### src/rtl/hreg_pkg.sv
package hreg_pkg;

    localparam int DW       = 8;
    localparam int IRQ_BITS = 4;
    localparam int TXS_BITS = 3;

    localparam logic [DW-1:0] OFS_CTRL  = 8'h00;
    localparam logic [DW-1:0] OFS_NSTAT = 8'h01;
    localparam logic [DW-1:0] OFS_ID0   = 8'h28;
    localparam logic [DW-1:0] OFS_ID3   = 8'h2B;
    localparam logic [DW-1:0] OFS_REV   = 8'h2C;
    localparam logic [DW-1:0] OFS_ISTAT = 8'hFE;
    localparam logic [DW-1:0] OFS_IMASK = 8'hFF;

    localparam int LINK_POS = 6;

    typedef enum logic [1:0] {
        BUS_W16  = 2'd0,
        BUS_W32  = 2'd1,
        BUS_W8   = 2'd2,
        BUS_RSVD = 2'd3
    } bus_mode_e;

    typedef struct packed {
        logic ctrl;
        logic nstat;
        logic istat;
        logic imask;
    } wr_sel_t;

    function automatic int txs_pos(input int k);
        case (k)
            0:       return 2;
            1:       return 3;
            default: return 5;
        endcase
    endfunction

    function automatic logic [DW-1:0] id_byte(input logic [31:0] id, input logic [1:0] k);
        return id[k*8 +: 8];
    endfunction

endpackage

### src/rtl/hreg_index.sv
module hreg_index
    import hreg_pkg::*;
(
    input  logic          clk,
    input  logic          rst,
    input  logic          bus_sel,
    input  logic          bus_we,
    input  logic [DW-1:0] bus_wdata,
    output logic [DW-1:0] idx,
    output wr_sel_t       wsel
);

    logic data_wr;

    always_ff @(posedge clk) begin
        if (rst)
            idx <= '0;
        else if (bus_we && !bus_sel)
            idx <= bus_wdata;
    end

    assign data_wr = bus_we && bus_sel;

    always_comb begin
        wsel       = '0;
        wsel.ctrl  = data_wr && (idx == OFS_CTRL);
        wsel.nstat = data_wr && (idx == OFS_NSTAT);
        wsel.istat = data_wr && (idx == OFS_ISTAT);
        wsel.imask = data_wr && (idx == OFS_IMASK);
    end

    // the index only moves on an index-port write
    p_idx_hold_r1: assert property (@(posedge clk) disable iff (rst)
        !(bus_we && !bus_sel) |=> $stable(idx));

endmodule

### src/rtl/hreg_ctrl.sv
module hreg_ctrl
    import hreg_pkg::*;
(
    input  logic                clk,
    input  logic                rst,
    input  logic                wr_ctrl,
    input  logic                wr_nstat,
    input  logic [DW-1:0]       wdata,
    input  logic [TXS_BITS-1:0] tx_evt,
    input  logic                link_up,
    output logic                srst,
    output logic [DW-1:0]       ctrl_q,
    output logic [DW-1:0]       nstat_rd
);

    logic [TXS_BITS-1:0] txs_q;
    logic                clr_all;

    assign clr_all = rst || srst;

    always_ff @(posedge clk) begin
        if (rst)
            srst <= 1'b0;
        else
            srst <= !srst && wr_ctrl && wdata[0];
    end

    always_ff @(posedge clk) begin
        if (clr_all)
            ctrl_q <= '0;
        else if (wr_ctrl)
            ctrl_q <= {wdata[DW-1:1], 1'b0};
    end

    for (genvar k = 0; k < TXS_BITS; k++) begin : g_txs
        localparam int POS = txs_pos(k);
        always_ff @(posedge clk) begin
            if (clr_all)
                txs_q[k] <= 1'b0;
            else
                txs_q[k] <= tx_evt[k] || (txs_q[k] && !(wr_nstat && wdata[POS]));
        end
    end

    always_comb begin
        nstat_rd           = '0;
        nstat_rd[LINK_POS] = link_up;
        for (int k = 0; k < TXS_BITS; k++)
            nstat_rd[txs_pos(k)] = txs_q[k];
    end

    // the reset request lasts exactly one cycle
    p_srst_pulse_r7: assert property (@(posedge clk) disable iff (rst)
        srst |=> !srst);

    // the software reset empties the control register
    p_srst_clears_r7: assert property (@(posedge clk) disable iff (rst)
        srst |=> (ctrl_q == '0));

    // a transmit event is never lost to a same-cycle clear
    p_txs_set_r8: assert property (@(posedge clk) disable iff (rst)
        (tx_evt[0] && !srst) |=> txs_q[0]);

endmodule

### src/rtl/hreg_intr.sv
module hreg_intr
    import hreg_pkg::*;
(
    input  logic                clk,
    input  logic                rst,
    input  logic                srst,
    input  logic                wr_istat,
    input  logic                wr_imask,
    input  logic [DW-1:0]       wdata,
    input  logic [1:0]          bus_strap,
    input  logic [IRQ_BITS-1:0] irq_evt,
    output logic [DW-1:0]       istat_rd,
    output logic [DW-1:0]       imask_q,
    output logic                irq
);

    bus_mode_e           strap_q;
    logic [IRQ_BITS-1:0] flag_q;
    logic                clr_all;

    assign clr_all = rst || srst;

    always_ff @(posedge clk) begin
        if (rst)
            strap_q <= bus_mode_e'(bus_strap);
    end

    for (genvar k = 0; k < IRQ_BITS; k++) begin : g_flag
        always_ff @(posedge clk) begin
            if (clr_all)
                flag_q[k] <= 1'b0;
            else
                flag_q[k] <= irq_evt[k] || (flag_q[k] && !(wr_istat && wdata[k]));
        end
    end

    always_ff @(posedge clk) begin
        if (clr_all)
            imask_q <= '0;
        else if (wr_imask)
            imask_q <= wdata;
    end

    always_ff @(posedge clk) begin
        if (clr_all)
            irq <= 1'b0;
        else
            irq <= |(flag_q & imask_q[IRQ_BITS-1:0]);
    end

    always_comb begin
        istat_rd                   = '0;
        istat_rd[DW-1 -: 2]        = strap_q;
        istat_rd[IRQ_BITS-1:0]     = flag_q;
    end

    // the strap copy survives software resets
    p_strap_hold_r3: assert property (@(posedge clk) disable iff (rst)
        srst |=> $stable(strap_q));

    // a receive event always leaves its flag set
    p_evt_wins_r4: assert property (@(posedge clk) disable iff (rst)
        (irq_evt[0] && !srst) |=> flag_q[0]);

    // a pending enabled flag raises irq one edge later
    p_irq_rise_r6: assert property (@(posedge clk) disable iff (rst)
        (!srst && |(flag_q & imask_q[IRQ_BITS-1:0])) |=> irq);

    // no enabled flag means no irq one edge later
    p_irq_quiet_r6: assert property (@(posedge clk) disable iff (rst)
        !(|(flag_q & imask_q[IRQ_BITS-1:0])) |=> !irq);

endmodule

### src/rtl/idx_reg_host.sv
module idx_reg_host
    import hreg_pkg::*;
#(
    parameter logic [31:0] CHIP_ID = 32'h90000A46,
    parameter logic [7:0]  REV_ID  = 8'h19
) (
    input  logic                clk,
    input  logic                rst,
    input  logic                bus_sel,
    input  logic                bus_we,
    input  logic [DW-1:0]       bus_wdata,
    output logic [DW-1:0]       bus_rdata,
    input  logic [1:0]          bus_strap,
    input  logic [IRQ_BITS-1:0] irq_evt,
    input  logic [TXS_BITS-1:0] tx_evt,
    input  logic                link_up,
    output logic                irq,
    output logic                rx_wrap_en,
    output logic [DW-1:0]       net_ctrl
);

    logic [DW-1:0] idx;
    wr_sel_t       wsel;
    logic          srst;
    logic [DW-1:0] ctrl_q;
    logic [DW-1:0] nstat_rd;
    logic [DW-1:0] istat_rd;
    logic [DW-1:0] imask_q;
    logic [DW-1:0] data_rd;

    hreg_index u_index (
        .clk       (clk),
        .rst       (rst),
        .bus_sel   (bus_sel),
        .bus_we    (bus_we),
        .bus_wdata (bus_wdata),
        .idx       (idx),
        .wsel      (wsel)
    );

    hreg_ctrl u_ctrl (
        .clk      (clk),
        .rst      (rst),
        .wr_ctrl  (wsel.ctrl),
        .wr_nstat (wsel.nstat),
        .wdata    (bus_wdata),
        .tx_evt   (tx_evt),
        .link_up  (link_up),
        .srst     (srst),
        .ctrl_q   (ctrl_q),
        .nstat_rd (nstat_rd)
    );

    hreg_intr u_intr (
        .clk       (clk),
        .rst       (rst),
        .srst      (srst),
        .wr_istat  (wsel.istat),
        .wr_imask  (wsel.imask),
        .wdata     (bus_wdata),
        .bus_strap (bus_strap),
        .irq_evt   (irq_evt),
        .istat_rd  (istat_rd),
        .imask_q   (imask_q),
        .irq       (irq)
    );

    always_comb begin
        data_rd = '0;
        if (idx >= OFS_ID0 && idx <= OFS_ID3)
            data_rd = id_byte(CHIP_ID, idx[1:0]);
        else begin
            case (idx)
                OFS_CTRL:  data_rd = ctrl_q;
                OFS_NSTAT: data_rd = nstat_rd;
                OFS_REV:   data_rd = REV_ID;
                OFS_ISTAT: data_rd = istat_rd;
                OFS_IMASK: data_rd = imask_q;
                default:   data_rd = '0;
            endcase
        end
    end

    assign bus_rdata  = bus_sel ? data_rd : idx;
    assign rx_wrap_en = imask_q[DW-1];
    assign net_ctrl   = ctrl_q;

    // bit 0 of the control output is never seen high
    p_ctrl_bit0_r10: assert property (@(posedge clk) disable iff (rst)
        !net_ctrl[0]);

endmodule

### config.mk
export PLATFORM = sky130hd
export DESIGN_NAME = idx_reg_host
export DESIGN_NICKNAME = d
export VERILOG_FILES = /design/src/rtl/hreg_pkg.sv /design/src/rtl/hreg_index.sv /design/src/rtl/hreg_ctrl.sv /design/src/rtl/hreg_intr.sv /design/src/rtl/idx_reg_host.sv
export SDC_FILE = /design/constraint.sdc
export NUM_CORES = 1
export LEC_CHECK = 0
export BUFFER_PORTS_ARGS = -buffer_cell sky130_fd_sc_hd__buf_2
export CAP_MARGIN = 20
export CORE_MARGIN = 5
export CORE_UTILIZATION = 50
export CTS_CLUSTER_DIAMETER = 200
export DETAILED_ROUTE_END_ITERATION = 10
export PLACE_DENSITY = 0.75
export SLEW_MARGIN = 5
export SYNTH_ARGS = -nofsm -noshare
export SYNTH_HDL_FRONTEND = slang
export SYNTH_SLANG_ARGS = --single-unit
### constraint.sdc
create_clock -name clk -period 3.2 [get_ports clk]
set_input_delay 0.64 -clock clk [delete_from_list [all_inputs] [get_ports clk]]
set_output_delay 0.64 -clock clk [all_outputs]
set_load 0.02 [all_outputs]
==> results.cfg <==
[outcome]
outcome = completed

[setup_path]
crit_slowest_cell = dfxtp_1
worstRegToRegCells = 4
worstSetupEndpointType = output pin
cpPeakStageDelay_ns = 0.48
crit_top_cell = o21ai_0
crit_fanout = 13
worst-r2r-setup-slack_ns = 0.96
required_ns = 2.56
critPathArrivalTime_ns = 2.32
critPathLaunchType = flop
worstReg2RegEnd = u_intr.imask_q[0]
crit_chain = nand3_1 > nor2_1 > o21ai_0 > o21ai_0 > buf_2
r2r_start = u_index.idx[2]
critPathKind = flop to output pin

[clock_tree]
cts_tree = done
clock_sinks = 34
clk_pin_slew_worst_paths_ns = 0.11
cts_hold_buf = 0
worstSkewPairLatency_ns = 0.34
root_buffer = clkbuf_4
cts_made_buffers = 5
clock_path_buffers = 2
postCtsSetupRepairBufs = 0
cts_resized = 0
htreeDepth = 2

[placed_design]
gp_congestion = 0.944
placed_area_mm2 = 0.00194
dp_hpwl_mm = 3.26
io_buffer_count = 38
place_inst = 286

[pwr]
totalPowerFinal_w = 0.000905
switchingPower_w = 0.000248
pwr-share-comb_pct = 14.9
pwr-share-seq_pct = 51.0
clkPwrFrac_pct = 34.1
ir_worst_vdd_uv = 342
intPower_w = 0.000657
p_sw_share_pct = 27.4
p_per_area_mw_per_mm2 = 450
power.leakage_nw = 0.811

[drt]
ant_nets = 0
totalWireLength_mm = 4.55
via_per_inst = 5.64
firstDrtPassIters = 4
vias = 1658
drtIter0Drc = 174
wl_per_cell_um = 15.5
route.detailed.drc = 0

[yosys]
synth_commonest_cells = dfxtp_1 (32), nor2_1 (24), nand2_1 (21), mux2i_1 (17), a21oi_1 (16)
netlist_top_cells_area = dfxtp_1 (36%), mux2i_1 (9.7%), nor2_1 (5.1%)
synth_top_area_share_pct = 36.5
synth_edf_count = 2
ys.flop_type = dfxtp_1
yosysMostFrequentCell = dfxtp_1
synth_nets = 238
netlist_area_mm2 = 0.00176
async_flop_share_pct = 0
yosysWarnings = 0
avgSynthCellArea_um2 = 8.13
syn-instance-count = 216
ys_seq_area_share_pct = 39.9
synth_cell_types = 40
ys_ff_latch = 34
synth_top_area_cell = dfxtp_1

[die]
core_mm2 = 0.00336
start_util_pct = 52.2
io_pins = 40
rows = 21
die_area_mm2 = 0.00480
die_h_um = 69.3
die_x_um = 69.3

[timing]
final_hold_viol_count = 0
relSlewSlack_pct = 44.2
slew_violations = 0
clock_skew_ns = 0.00542
rsz0062_at_grt = no
tns_ns = 0
min_period_ns = 2.96
max_freq_mhz = 337
finalSetupViolCount = 0
period_share_pct = 92.6
worstMarginPinSlew_ns = 0.831
hold_slack_ns = 0.472

[global_routing]
grt.total_usage_pct = 18.8
grt_max_degree = 21
grt_overflow = 0
antenna_found_initial = 0
grt_pass1_wl_mm = 7.31
grt_pass1_vias = 1483

[job]
cap_violations = 0

[hold_path]
hp-class = input pin to flop
hold_path_depth = 1
hold_start = bus_strap[0]
hold_path_end = u_intr.strap_q[0]

[final_layout]
final_cell_count_no_fill = 294
antenna_cells = 0
drive_gt1_share_pct = 21.4
syn2layout_area_growth_pct = 14.7
final_cell_area_mm2 = 0.00201
final_nets = 269
metal layers:
layer	global-route usage, %	share of wire (%)	vias to the layer above	routed length (µm)
met5	0	0	-	0
met3	5.80	9.6	10	437
li1	-	-	820	-
met1	26.5	45	756	2040
met2	26.9	44	72	1980
met4	6.51	1.9	0	87
metrics by stage:
| stage | utilization, % | worst slack [ns] |
|---|---|---|
| after floorplan | - | 0.720 |
| after global placement | 57.6 | 0.696 |
| after detailed placement | 57.6 | 0.655 |
| after CTS | 59.9 | 0.250 |
| after global routing | 59.9 | 0.0312 |
| final | 59.9 | 0.237 |
state kept, by name (all words and copies together), names as in the netlist:
name             flops
u_index.idx          8
u_ctrl.ctrl_q        7
u_intr.imask_q       8
u_ctrl.srst          1
u_ctrl.nstat_rd      3
u_intr.istat_rd      4
u_intr.irq           1
u_intr.strap_q       2
cells in the final DEF (no fill, tap or decap), types with 3 or more instances in the layout:
| cell | instances |
|---|---|
| buf_2 | 38 |
| dfxtp_1 | 32 |
| nor2_1 | 24 |
| nand2_1 | 21 |
| mux2i_1 | 17 |
| a21oi_1 | 16 |
| inv_1 | 14 |
| nor3_1 | 12 |
| o21ai_0 | 11 |
| a31oi_1 | 7 |
| clkbuf_4 | 5 |
| a22oi_1 | 4 |
| a21boi_0 | 4 |
| nor4_1 | 3 |
| nand3_1 | 3 |
| nor2b_1 | 3 |
| o21a_1 | 3 |
power groups by stage:
stage               Clock [W]  Combinational [W]  Sequential, W
floorplan                   0          0.0000933       0.000469
global placement            0           0.000133       0.000471
detailed placement          0           0.000133       0.000471
CTS                  0.000314           0.000134       0.000462
global route         0.000334           0.000148       0.000465
finish               0.000308           0.000135       0.000462
kinds of logic after synthesis:
family,Yosys count,share of synthesized area [%]
DFF,34,39.9
other,1,0.214
AOI/OAI and AO/OA,51,17.5
and+or+nand+nor,83,24.7
buffers and inverters,29,7.27
muxes,18,10.3
worst max path at each step:
stage	to	depth (start not counted)	slack [ns]	startpoint
global route	bus_rdata[3]	5	0.03	u_index.idx[2]
detailed placement	bus_rdata[3]	5	0.66	u_index.idx[2]
finish	bus_rdata[3]	5	0.24	u_index.idx[2]
CTS	bus_rdata[3]	5	0.25	u_index.idx[2]
global placement	bus_rdata[3]	5	0.70	u_index.idx[2]
floorplan	bus_rdata[3]	6	0.72	u_index.idx[1]
cell type report:
| class | instances | area, µm² |
|---|---|---|
| sequential | 34 | 701 |
| multi-input combinational | 153 | 927 |
| fill | 335 | 1350 |
| timing repair buffer | 39 | 198 |
| tap | 46 | 57.6 |
| clock buffer | 5 | 37.5 |
| clock inverter | 3 | 40.0 |
| inverter | 14 | 52.6 |
critical path: cells and delay by family, from the launching register on:
family,cells,cell delay [ns]
AND/OR/NAND/NOR,2,0.92
buffers and inverters,1,0.20
AO/OA/AOI/OAI,2,0.39
flip-flops,1,0.48
No activity file was read; power rests on OpenSTA's default activity.
